===== config.mk =====
export PLATFORM = sky130hd
export DESIGN_NAME = mono_lcd_refresh
export DESIGN_NICKNAME = d
export VERILOG_FILES = /design/src/rtl/lcd_refresh_pkg.sv /design/src/rtl/lcd_cmd_rom.sv /design/src/rtl/lcd_col_packer.sv /design/src/rtl/lcd_spi_tx.sv /design/src/rtl/mono_lcd_refresh.sv
export SDC_FILE = /design/constraint.sdc
export NUM_CORES = 1
export LEC_CHECK = 0
export ABC_AREA = 1
export ABC_CLOCK_PERIOD_IN_PS = 4000
export BUFFER_PORTS_ARGS = -buffer_cell sky130_fd_sc_hd__buf_2
export CORE_AREA = 2 2 71 106
export CTS_CLUSTER_SIZE = 25
export DETAILED_ROUTE_END_ITERATION = 16
export DIE_AREA = 0 0 73 108
export GPL_ROUTABILITY_DRIVEN = 0
export HOLD_SLACK_MARGIN = 0.12
export PLACE_DENSITY = 0.83
export RECOVER_POWER = 25
export REMOVE_ABC_BUFFERS = 1
export SETUP_SLACK_MARGIN = 0.02
export SYNTH_ARGS = -nofsm -noshare
export SYNTH_HDL_FRONTEND = slang
export SYNTH_HIERARCHICAL = 1
export SYNTH_SLANG_ARGS = --single-unit

===== constraint.sdc =====
create_clock -name clk_i -period 4 [get_ports clk_i]
set_input_delay 0.2 -clock clk_i [delete_from_list [all_inputs] [get_ports clk_i]]
set_output_delay 0.2 -clock clk_i [all_outputs]
set_load 0.005 [all_outputs]

===== src/rtl/lcd_refresh_pkg.sv =====
package lcd_refresh_pkg;
  typedef enum logic [1:0] {OP_INIT, OP_CONTRAST, OP_REFRESH} op_e;
  typedef enum logic [1:0] {SQ_IDLE, SQ_CMD, SQ_FETCH, SQ_DATA} seq_e;
  typedef enum logic [1:0] {TX_IDLE, TX_SETUP, TX_SHIFT, TX_HOLD} tx_e;

  localparam logic [7:0] CMD_EXT_ON   = 8'h21;
  localparam logic [7:0] CMD_EXT_OFF  = 8'h20;
  localparam logic [7:0] CMD_BIAS     = 8'h10;
  localparam logic [7:0] CMD_LINE_HI  = 8'h05;
  localparam logic [7:0] CMD_LINE_LO  = 8'h40;
  localparam logic [7:0] CMD_DISP_ON  = 8'h0C;
  localparam logic [7:0] CMD_COL_ZERO = 8'h80;
  localparam logic [7:0] CMD_PAGE     = 8'h40;
  localparam logic [7:0] CMD_VOLT     = 8'h80;

  function automatic logic [2:0] op_len(op_e op);
    case (op)
      OP_INIT:     return 3'd6;
      OP_CONTRAST: return 3'd3;
      default:     return 3'd2;
    endcase
  endfunction
endpackage


===== src/rtl/lcd_cmd_rom.sv =====
module lcd_cmd_rom
  import lcd_refresh_pkg::*;
#(
  parameter int          PAGE_W = 3,
  parameter logic [2:0]  BIAS   = 3'd4
) (
  input  op_e              op_i,
  input  logic [2:0]       idx_i,
  input  logic [PAGE_W-1:0] page_i,
  input  logic [7:0]       contrast_i,
  output logic [7:0]       byte_o
);
  always_comb begin
    byte_o = CMD_EXT_OFF;
    unique case (op_i)
      OP_INIT: begin
        case (idx_i)
          3'd0:    byte_o = CMD_EXT_ON;
          3'd1:    byte_o = CMD_BIAS | {5'd0, BIAS};
          3'd2:    byte_o = CMD_LINE_HI;
          3'd3:    byte_o = CMD_LINE_LO;
          3'd4:    byte_o = CMD_EXT_OFF;
          default: byte_o = CMD_DISP_ON;
        endcase
      end
      OP_CONTRAST: begin
        case (idx_i)
          3'd0:    byte_o = CMD_EXT_ON;
          3'd1:    byte_o = CMD_VOLT | contrast_i;
          default: byte_o = CMD_EXT_OFF;
        endcase
      end
      default: begin
        // page addressing: column first, then page row
        byte_o = (idx_i == 3'd0) ? CMD_COL_ZERO : (CMD_PAGE | 8'(page_i));
      end
    endcase
  end
endmodule


===== src/rtl/lcd_col_packer.sv =====
module lcd_col_packer #(
  parameter int COLS   = 84,
  parameter int PAGE_W = 3,
  parameter int COL_W  = 7,
  parameter int PIX_W  = 16,
  parameter int ROWS   = 48
) (
  input  logic              clk_i,
  input  logic              rst_ni,
  input  logic              start_i,
  input  logic [PAGE_W-1:0] page_i,
  input  logic [COL_W-1:0]  col_i,
  output logic              fb_rd_o,
  output logic [PAGE_W+2:0] fb_row_o,
  output logic [COL_W-1:0]  fb_col_o,
  input  logic [PIX_W-1:0]  fb_pix_i,
  output logic [7:0]        byte_o,
  output logic              done_o
);
  logic       active_q, rd_v_q, done_q;
  logic [3:0] row_q;
  logic [2:0] rrow_q;
  logic [7:0] acc_q;

  assign fb_rd_o  = active_q && !row_q[3];
  assign fb_row_o = {page_i, row_q[2:0]};
  assign fb_col_o = col_i;
  assign byte_o   = acc_q;
  assign done_o   = done_q;

  always_ff @(posedge clk_i or negedge rst_ni) begin
    if (!rst_ni) begin
      active_q <= 1'b0;
      row_q    <= '0;
      rd_v_q   <= 1'b0;
      rrow_q   <= '0;
      acc_q    <= '0;
      done_q   <= 1'b0;
    end else begin
      rd_v_q <= fb_rd_o;
      rrow_q <= row_q[2:0];
      done_q <= 1'b0;
      if (start_i) begin
        active_q <= 1'b1;
        row_q    <= '0;
        acc_q    <= '0;
      end else if (fb_rd_o) begin
        row_q <= row_q + 4'd1;
      end
      if (rd_v_q) begin
        acc_q[rrow_q] <= |fb_pix_i;
        if (rrow_q == 3'd7) begin
          done_q   <= 1'b1;
          active_q <= 1'b0;
        end
      end
    end
  end

  AST_FETCH_IN_RANGE: assert property (@(posedge clk_i) disable iff (!rst_ni)
    fb_rd_o |-> (int'(fb_col_o) < COLS && int'(fb_row_o) < ROWS));
  AST_NO_RESTART: assert property (@(posedge clk_i) disable iff (!rst_ni)
    start_i |-> !active_q);
endmodule


===== src/rtl/lcd_spi_tx.sv =====
module lcd_spi_tx
  import lcd_refresh_pkg::*;
#(
  parameter int HALF_DIV = 4
) (
  input  logic       clk_i,
  input  logic       rst_ni,
  input  logic       start_i,
  input  logic [7:0] byte_i,
  input  logic       dc_i,
  output logic       sclk_o,
  output logic       mosi_o,
  output logic       cs_no,
  output logic       dc_o,
  output logic       busy_o,
  output logic       done_o
);
  localparam int CNT_W = $clog2(2 * HALF_DIV) + 1;
  localparam logic [CNT_W-1:0] HALF_END  = CNT_W'(HALF_DIV - 1);
  localparam logic [CNT_W-1:0] SETUP_END = CNT_W'(2 * HALF_DIV - 1);

  tx_e              st_q;
  logic [CNT_W-1:0] cnt_q;
  logic [2:0]       bit_q;
  logic [7:0]       sh_q;

  assign mosi_o = sh_q[7];
  assign busy_o = (st_q != TX_IDLE);

  always_ff @(posedge clk_i or negedge rst_ni) begin
    if (!rst_ni) begin
      st_q   <= TX_IDLE;
      cnt_q  <= '0;
      bit_q  <= '0;
      sh_q   <= '0;
      sclk_o <= 1'b0;
      cs_no  <= 1'b1;
      dc_o   <= 1'b0;
      done_o <= 1'b0;
    end else begin
      done_o <= 1'b0;
      unique case (st_q)
        TX_IDLE: if (start_i) begin
          cs_no <= 1'b0;
          dc_o  <= dc_i;
          sh_q  <= byte_i;
          cnt_q <= '0;
          bit_q <= '0;
          st_q  <= TX_SETUP;
        end
        TX_SETUP: begin
          // one full SCLK period of select/dc setup
          if (cnt_q == SETUP_END) begin
            cnt_q <= '0;
            st_q  <= TX_SHIFT;
          end else cnt_q <= cnt_q + 1'b1;
        end
        TX_SHIFT: begin
          if (cnt_q == HALF_END) begin
            cnt_q <= '0;
            if (!sclk_o) sclk_o <= 1'b1;
            else begin
              sclk_o <= 1'b0;
              if (bit_q == 3'd7) st_q <= TX_HOLD;
              else begin
                bit_q <= bit_q + 3'd1;
                sh_q  <= {sh_q[6:0], 1'b0};
              end
            end
          end else cnt_q <= cnt_q + 1'b1;
        end
        default: begin
          if (cnt_q == HALF_END) begin
            cnt_q  <= '0;
            cs_no  <= 1'b1;
            done_o <= 1'b1;
            st_q   <= TX_IDLE;
          end else cnt_q <= cnt_q + 1'b1;
        end
      endcase
    end
  end

  AST_SCLK_SELECTED: assert property (@(posedge clk_i) disable iff (!rst_ni)
    sclk_o |-> !cs_no);
  AST_DC_HELD: assert property (@(posedge clk_i) disable iff (!rst_ni)
    (!cs_no && $past(!cs_no)) |-> $stable(dc_o));
  AST_MOSI_HELD_HIGH: assert property (@(posedge clk_i) disable iff (!rst_ni)
    (sclk_o && $past(sclk_o)) |-> $stable(mosi_o));
endmodule


===== src/rtl/mono_lcd_refresh.sv =====
module mono_lcd_refresh
  import lcd_refresh_pkg::*;
#(
  parameter int         COLS         = 84,
  parameter int         PAGES        = 6,
  parameter int         PIX_W        = 16,
  parameter int         HALF_DIV     = 4,
  parameter logic [2:0] BIAS         = 3'd4,
  parameter logic [6:0] CONTRAST_RST = 7'd40,
  localparam int        ROWS         = PAGES * 8,
  localparam int        PAGE_W       = (PAGES > 1) ? $clog2(PAGES) : 1,
  localparam int        ROW_W        = PAGE_W + 3,
  localparam int        COL_W        = $clog2(COLS)
) (
  input  logic             clk_i,
  input  logic             rst_ni,
  input  logic             init_req_i,
  input  logic             refresh_req_i,
  input  logic             contrast_req_i,
  input  logic [7:0]       contrast_i,
  output logic             fb_rd_o,
  output logic [ROW_W-1:0] fb_row_o,
  output logic [COL_W-1:0] fb_col_o,
  input  logic [PIX_W-1:0] fb_pix_i,
  output logic             sclk_o,
  output logic             mosi_o,
  output logic             cs_no,
  output logic             dc_o,
  output logic             busy_o
);
  seq_e              st_q;
  op_e               op_q;
  logic [2:0]        idx_q;
  logic              sent_q, pk_start_q;
  logic [PAGE_W-1:0] page_q;
  logic [COL_W-1:0]  col_q;
  logic [7:0]        ctr_q, ctr_cur_q;
  logic              pend_init_q, pend_ctr_q, pend_ref_q;

  logic       take_init, take_ctr, take_ref;
  logic       tx_start, tx_busy, tx_done, pk_done;
  logic [7:0] cmd_byte, pk_byte;

  assign take_init = (st_q == SQ_IDLE) && pend_init_q;
  assign take_ctr  = (st_q == SQ_IDLE) && !pend_init_q && pend_ctr_q;
  assign take_ref  = (st_q == SQ_IDLE) && !pend_init_q && !pend_ctr_q && pend_ref_q;
  assign tx_start  = ((st_q == SQ_CMD) || (st_q == SQ_DATA)) && !sent_q && !tx_busy;
  assign busy_o    = (st_q != SQ_IDLE) || tx_busy || pend_init_q || pend_ctr_q || pend_ref_q;

  lcd_cmd_rom #(.PAGE_W(PAGE_W), .BIAS(BIAS)) i_rom (
    .op_i(op_q), .idx_i(idx_q), .page_i(page_q), .contrast_i(ctr_cur_q), .byte_o(cmd_byte)
  );

  lcd_col_packer #(
    .COLS(COLS), .PAGE_W(PAGE_W), .COL_W(COL_W), .PIX_W(PIX_W), .ROWS(ROWS)
  ) i_pack (
    .clk_i, .rst_ni, .start_i(pk_start_q), .page_i(page_q), .col_i(col_q),
    .fb_rd_o, .fb_row_o, .fb_col_o, .fb_pix_i, .byte_o(pk_byte), .done_o(pk_done)
  );

  lcd_spi_tx #(.HALF_DIV(HALF_DIV)) i_tx (
    .clk_i, .rst_ni, .start_i(tx_start),
    .byte_i((st_q == SQ_DATA) ? pk_byte : cmd_byte), .dc_i(st_q == SQ_DATA),
    .sclk_o, .mosi_o, .cs_no, .dc_o, .busy_o(tx_busy), .done_o(tx_done)
  );

  always_ff @(posedge clk_i or negedge rst_ni) begin
    if (!rst_ni) begin
      pend_init_q <= 1'b1;
      pend_ctr_q  <= 1'b1;   // default contrast follows power-up
      pend_ref_q  <= 1'b0;
      ctr_q       <= {1'b0, CONTRAST_RST};
      ctr_cur_q   <= '0;
    end else begin
      pend_init_q <= (pend_init_q && !take_init) || init_req_i;
      pend_ctr_q  <= (pend_ctr_q && !take_ctr) || contrast_req_i;
      pend_ref_q  <= (pend_ref_q && !take_ref) || refresh_req_i;
      if (take_ctr) ctr_cur_q <= ctr_q;
      if (contrast_req_i) ctr_q <= contrast_i & 8'h7F;
    end
  end

  always_ff @(posedge clk_i or negedge rst_ni) begin
    if (!rst_ni) begin
      st_q       <= SQ_IDLE;
      op_q       <= OP_INIT;
      idx_q      <= '0;
      sent_q     <= 1'b0;
      pk_start_q <= 1'b0;
      page_q     <= '0;
      col_q      <= '0;
    end else begin
      pk_start_q <= 1'b0;
      if (tx_start) sent_q <= 1'b1;
      if (tx_done)  sent_q <= 1'b0;
      unique case (st_q)
        SQ_IDLE: begin
          idx_q  <= '0;
          page_q <= '0;
          if (take_init)     begin op_q <= OP_INIT;     st_q <= SQ_CMD; end
          else if (take_ctr) begin op_q <= OP_CONTRAST; st_q <= SQ_CMD; end
          else if (take_ref) begin op_q <= OP_REFRESH;  st_q <= SQ_CMD; end
        end
        SQ_CMD: if (tx_done) begin
          if (idx_q == op_len(op_q) - 3'd1) begin
            if (op_q == OP_REFRESH) begin
              col_q      <= '0;
              pk_start_q <= 1'b1;
              st_q       <= SQ_FETCH;
            end else st_q <= SQ_IDLE;
          end else idx_q <= idx_q + 3'd1;
        end
        SQ_FETCH: if (pk_done) st_q <= SQ_DATA;
        default: if (tx_done) begin
          if (col_q == COL_W'(COLS - 1)) begin
            if (page_q == PAGE_W'(PAGES - 1)) st_q <= SQ_IDLE;
            else begin
              page_q <= page_q + 1'b1;
              idx_q  <= '0;
              st_q   <= SQ_CMD;
            end
          end else begin
            col_q      <= col_q + 1'b1;
            pk_start_q <= 1'b1;
            st_q       <= SQ_FETCH;
          end
        end
      endcase
    end
  end

  AST_BUSY_COVERS_CS: assert property (@(posedge clk_i) disable iff (!rst_ni)
    !cs_no |-> busy_o);
  AST_DATA_ONLY_REFRESH: assert property (@(posedge clk_i) disable iff (!rst_ni)
    (!cs_no && dc_o) |-> (op_q == OP_REFRESH));
  AST_PAGE_BOUND: assert property (@(posedge clk_i) disable iff (!rst_ni)
    int'(page_q) < PAGES);
  AST_INIT_BEFORE_OTHERS: assert property (@(posedge clk_i) disable iff (!rst_ni)
    ((st_q == SQ_IDLE) && pend_init_q) |=> (op_q == OP_INIT));
endmodule


[Yosys cells after proc, flatten, opt, wreduce, memory -nomap -nowiden]
Cells that the tools add are included.
Storage, ports and cells
  register bits after elaboration: 75
  word-level logic and storage cells: 216
  output and inout bits: 19
Operators by class
  bitwise operators: 4
  $lt $le $gt $ge: 2
  multiplexer cells: 85
  equality and inequality tests: 33
  reductions and logical operators: 59
  add/subtract/negate cells: 7
Operators with widths (number)
  $mux W8: 8
  $pmux W8 S2: 3
  $mux W3: 14
  $mux W2: 18
  $mux W7: 5
  $pmux W7 S5: 1
  $mux W4: 5
  $mux W1: 19
  $ne A2 B1 Y1 const B: 9
  $pmux W3 S2: 3
  $reduce_bool A2 Y1: 8
  $reduce_or A16 Y1: 1
  $reduce_and A5 Y1: 3
  $pmux W7 S2: 1
  $eq A3 B3 Y1 const B: 4
  $logic_and A1 B1 Y1: 12
  $pmux W2 S3: 2
  $reduce_and A6 Y1: 2
  $reduce_bool A3 Y1: 4
  $add A3 B1 Y3 const B: 3
  $pmux W3 S3: 1
  $add A4 B1 Y4 const B: 2
  $bwmux W8: 1
  $eq A2 B2 Y1 const B: 4
  27 further kinds: 57

[Longest topological paths before layout]
  depth in word-level cells: 9
  mapped depth: 11
  mapped depth without buffers: 10

[Hierarchy]
The synthesis kept the hierarchy.
By module, submodules not included
  mono_lcd_refresh: instances 1, area an instance 1968.1 µm², cells each 244
  lcd_spi_tx: instances 1, area an instance 1179.9 µm², cells each 117
  lcd_col_packer: instances 1, area an instance 907.1 µm², cells each 107
  lcd_cmd_rom: instances 1, area an instance 214.0 µm², cells each 42

[Least setup slack after synthesis]
Ideal clock, no wire load.
  path kind: register -> register
  start: register, netlist name st_q[1]
  end: register i_tx.sh_q[7]
  cell stages (with the launch flop): 12
  required time: 3.878 ns
  data arrival time: 1.829 ns
  path buffers: 2
  clock period less this slack: 1.951 ns
  slack: 2.049 ns
  library setup time: 0.122 ns
  path through: dfrtp_1 > inv_1 > ha_1 > inv_1 > buf_6 > a211oi_2 > nor2_8 > inv_4 > nand3_4 > buf_6 > nand2_2 > o21ai_2
RTL lines
  to (signal assigned): RTL line lcd_spi_tx.sv:46  | sh_q <= byte_i;
  to (signal assigned): RTL line lcd_spi_tx.sv:67  | sh_q <= {sh_q[6:0], 1'b0};
  to (decl): RTL line lcd_spi_tx.sv:25  | logic [7:0] sh_q;

==> summary.json <==
{
  "cp_cell_sequence": "inv_1 -> ha_1 -> inv_1 -> a211oi_2 -> nor2_8 -> inv_4 -> nand3_4 -> nand2_1 -> o21ai_2",
  "root_buffer": "sky130_fd_sc_hd__clkbuf_8",
  "cts_made_buffers": 9,
  "synth.cell_area_um2": 4270,
  "vdd_ir_drop_max_mv": 0.264,
  "crit_buf_inv": 3,
  "rsz_0062_raised_after_global_routing": "no",
  "power.share.combinational_pct": 3.4,
  "detailed_place_hpwl_um": 5700,
  "fin_crit_ns": 2.35,
  "fill_cells": 532,
  "number_of_global_route_vias_before_repair": 3194,
  "cpPeakStageDelay_ns": 0.52,
  "worst_slack_setup_final_ns": 1.65,
  "drive_gt1_share_pct": 22.1,
  "pre_cts_ws_ns": 1.65,
  "groute.usage.overall_pct": 21.6,
  "num_io_pins": 48,
  "cts_tree": "done",
  "setup_viol": 0,
  "pwr-share-seq_pct": 55.5,
  "die_w_um": 73,
  "fin_worst_hold_slack_ns": 0.166,
  "global_route_wire_length_before_repair_um": 13400,
  "via_count": 3307,
  "grt_max_degree": 48,
  "detail_route.first_pass.iterations": 5,
  "drt-wirelength-per-cell_um": 12.2,
  "io_buffer_count": 46,
  "tightest_slew_ns": 1.04,
  "drc": 0,
  "routedLengthMet1_um": 3380,
  "area_taken_by_multi_input_logic_gates_um2": 1980,
  "vias_per_cell": 5.18,
  "initial_core_util_pct": 61.8,
  "achievable-frequency_mhz": 425,
  "worst_hold_path_type": "input pin to flip-flop",
  "net-switching-power_uw": 309,
  "required_ns": 4.23,
  "clock_power_share_pct": 41.1,
  "worst_setup_path_end_kind": "flip-flop",
  "highest_layer": "met4",
  "placeableCoreArea_um2": 6900,
  "post_synthesis_mean_instance_area_um2": 8.38,
  "antenna_found_initial": 0,
  "fin_nets": 602,
  "area.growth.synth_to_final_pct": 10.3,
  "clk_pin_slew_worst_setup_hold_paths_ns": 0.08,
  "maxCapViolCount": 0,
  "wl_met2_um": 4040,
  "timing.slew.headroom_pct": 30.7,
  "timing.final.crit_share_pct": 58.9,
  "grt_remaining_overflow": 0,
  "report.final.hold_viol_count": 0,
  "worst_setup_path_start_kind": "flip-flop",
  "timing.setup.critical_path_class": "flip-flop to flip-flop",
  "sequential_cell_area_um2": 1880,
  "p_leak_nw": 2.36,
  "floorplan.rows": 37,
  "cp_common_cell": "sky130_fd_sc_hd__inv_1",
  "placement.cell_area_um2": 4430,
  "initialDrtViolationCount": 124,
  "critical_path.slowest_cell": "sky130_fd_sc_hd__a211oi_2",
  "timing.setup.tns_ns": 0,
  "syn_inst": 509,
  "postLayoutCoreUtil_pct": 68.2,
  "antenna-diode-count": 0,
  "clk_latency_ns": 0.35,
  "detail_route.wirelength_um": 7790,
  "worstPathArrival_ns": 2.58,
  "clock_tree.buffer_depth": 2,
  "finalInstanceArea_um2": 4700,
  "timing.critical_path.max_delay_family": "compound AO/OA/AOI/OAI gates",
  "timing.final.max_slew_violations": 0,
  "route.antenna.remaining_nets": 0,
  "met3WireLength_um": 205,
  "htreeDepth": 3,
  "outcome": "completed",
  "cellInternalPower_mw": 1.07,
  "die_h_um": 108,
  "die_area_um2": 7880,
  "postCtsSetupBuffers": 0,
  "power.share.switching_pct": 22.4,
  "clock_sinks": 75,
  "critical_path_peak_fanout": 22,
  "yosys_warnings": 6,
  "max_clock_skew_ns": 0.00558,
  "power.density_nw_per_um2": 294
}
## metal layers
metal / global-route usage (%) / up-vias
met1: 25.4 / 1532
li1: - / 1714
met2: 37.5 / 47
met3: 4.38 / 14
met5: 0 / -
met4: 9.13 / 0
## flip-flops by register name (all words and copies together) (netlist names), 2 cells and up
signal         flops
i_pack/byte_o      8
i_tx/sh_q          8
col_q              7
ctr_cur_q          7
ctr_q              7
i_pack/row_q       4
i_tx/cnt_q         4
i_pack/rrow_q      3
i_tx/bit_q         3
idx_q              3
page_q             3
i_tx/st_q          2
op_q               2
st_q               2
## per-stage QoR
stage	power, mW	instances
3_3_place_gp	0.821	613
2_1_floorplan	0.791	488
4_1_cts	1.40	639
5_1_grt	1.44	639
6_report	1.38	639
3_5_place_dp	0.823	613
## power by group through the flow
| stage | Combinational, mW | Sequential, mW | Clock [mW] |
|---|---|---|---|
| final | 0.0474 | 0.767 | 0.569 |
| after detailed placement | 0.0410 | 0.782 | 0 |
| after global placement | 0.0395 | 0.781 | 0 |
| after global routing | 0.0556 | 0.768 | 0.614 |
| after floorplan | 0.00931 | 0.781 | 0 |
| after CTS | 0.0483 | 0.767 | 0.581 |
## tightest hold or removal path: stages
cell                      delay (ns)
sky130_fd_sc_hd__buf_2          0.17
sky130_fd_sc_hd__nand2_1        0.07
sky130_fd_sc_hd__o21ai_0        0.07
## layout by cell type (no fill, tap or decap), types with 2 or more instances in the layout
master                          instances
sky130_fd_sc_hd__dlygate4sd3_1         10
sky130_fd_sc_hd__nor2_4                 2
sky130_fd_sc_hd__nand3_1               24
sky130_fd_sc_hd__o21ai_0               21
sky130_fd_sc_hd__nand4_1                6
sky130_fd_sc_hd__buf_2                 42
sky130_fd_sc_hd__o22ai_1                3
sky130_fd_sc_hd__inv_1                 47
sky130_fd_sc_hd__nand2_1              134
sky130_fd_sc_hd__nand3_2                6
sky130_fd_sc_hd__a21oi_1                5
sky130_fd_sc_hd__ha_1                  17
sky130_fd_sc_hd__nor2_2                 7
sky130_fd_sc_hd__clkinvlp_4             3
sky130_fd_sc_hd__nor3_1                 4
sky130_fd_sc_hd__clkbuf_8               9
sky130_fd_sc_hd__inv_2                  7
sky130_fd_sc_hd__o211ai_1               4
sky130_fd_sc_hd__dfstp_2                5
sky130_fd_sc_hd__o21ai_1               11
sky130_fd_sc_hd__dfrtp_1               70
sky130_fd_sc_hd__nand3b_1               7
sky130_fd_sc_hd__mux2i_1                7
sky130_fd_sc_hd__nor2_1                48
sky130_fd_sc_hd__nand2_2               15
sky130_fd_sc_hd__or2_2                  2
sky130_fd_sc_hd__xor2_1                 6
sky130_fd_sc_hd__o21ai_2               15
sky130_fd_sc_hd__clkbuf_1               5
sky130_fd_sc_hd__o21bai_1               2
## final timing paths
kind	end	start	cells past startpoint	slack, ns
worst min register to register	i_pack/rrow_q[2]	i_pack/row_q[2]	0	0.44
worst max-delay path	i_tx/sh_q[4]	st_q[1]	9	1.65
worst min-delay path	ctr_q[3]	contrast_req_i	3	0.17
worst max register to register	i_tx/sh_q[4]	st_q[1]	9	1.65
max in group asynchronous	ctr_q[3]	rst_ni	3	2.44
min in group asynchronous	i_tx/cnt_q[3]	rst_ni	2	0.57
## cell type report
cell class | instances | area share (%)
inverters | 56 | 4.52
repair buffers | 57 | 7.07
multi-input cells | 357 | 42.2
clock buffers | 10 | 2.71
flip-flops and latches | 75 | 40.0
clock inverters | 6 | 1.41
well taps | 78 | 2.07
## timing repair
item / in CTS / in global routing
hold endpoints to repair: 52 / 0
resized for setup: 0 / 0
hold buffers: 10 / 0
(Power assumes the default switching activity.)
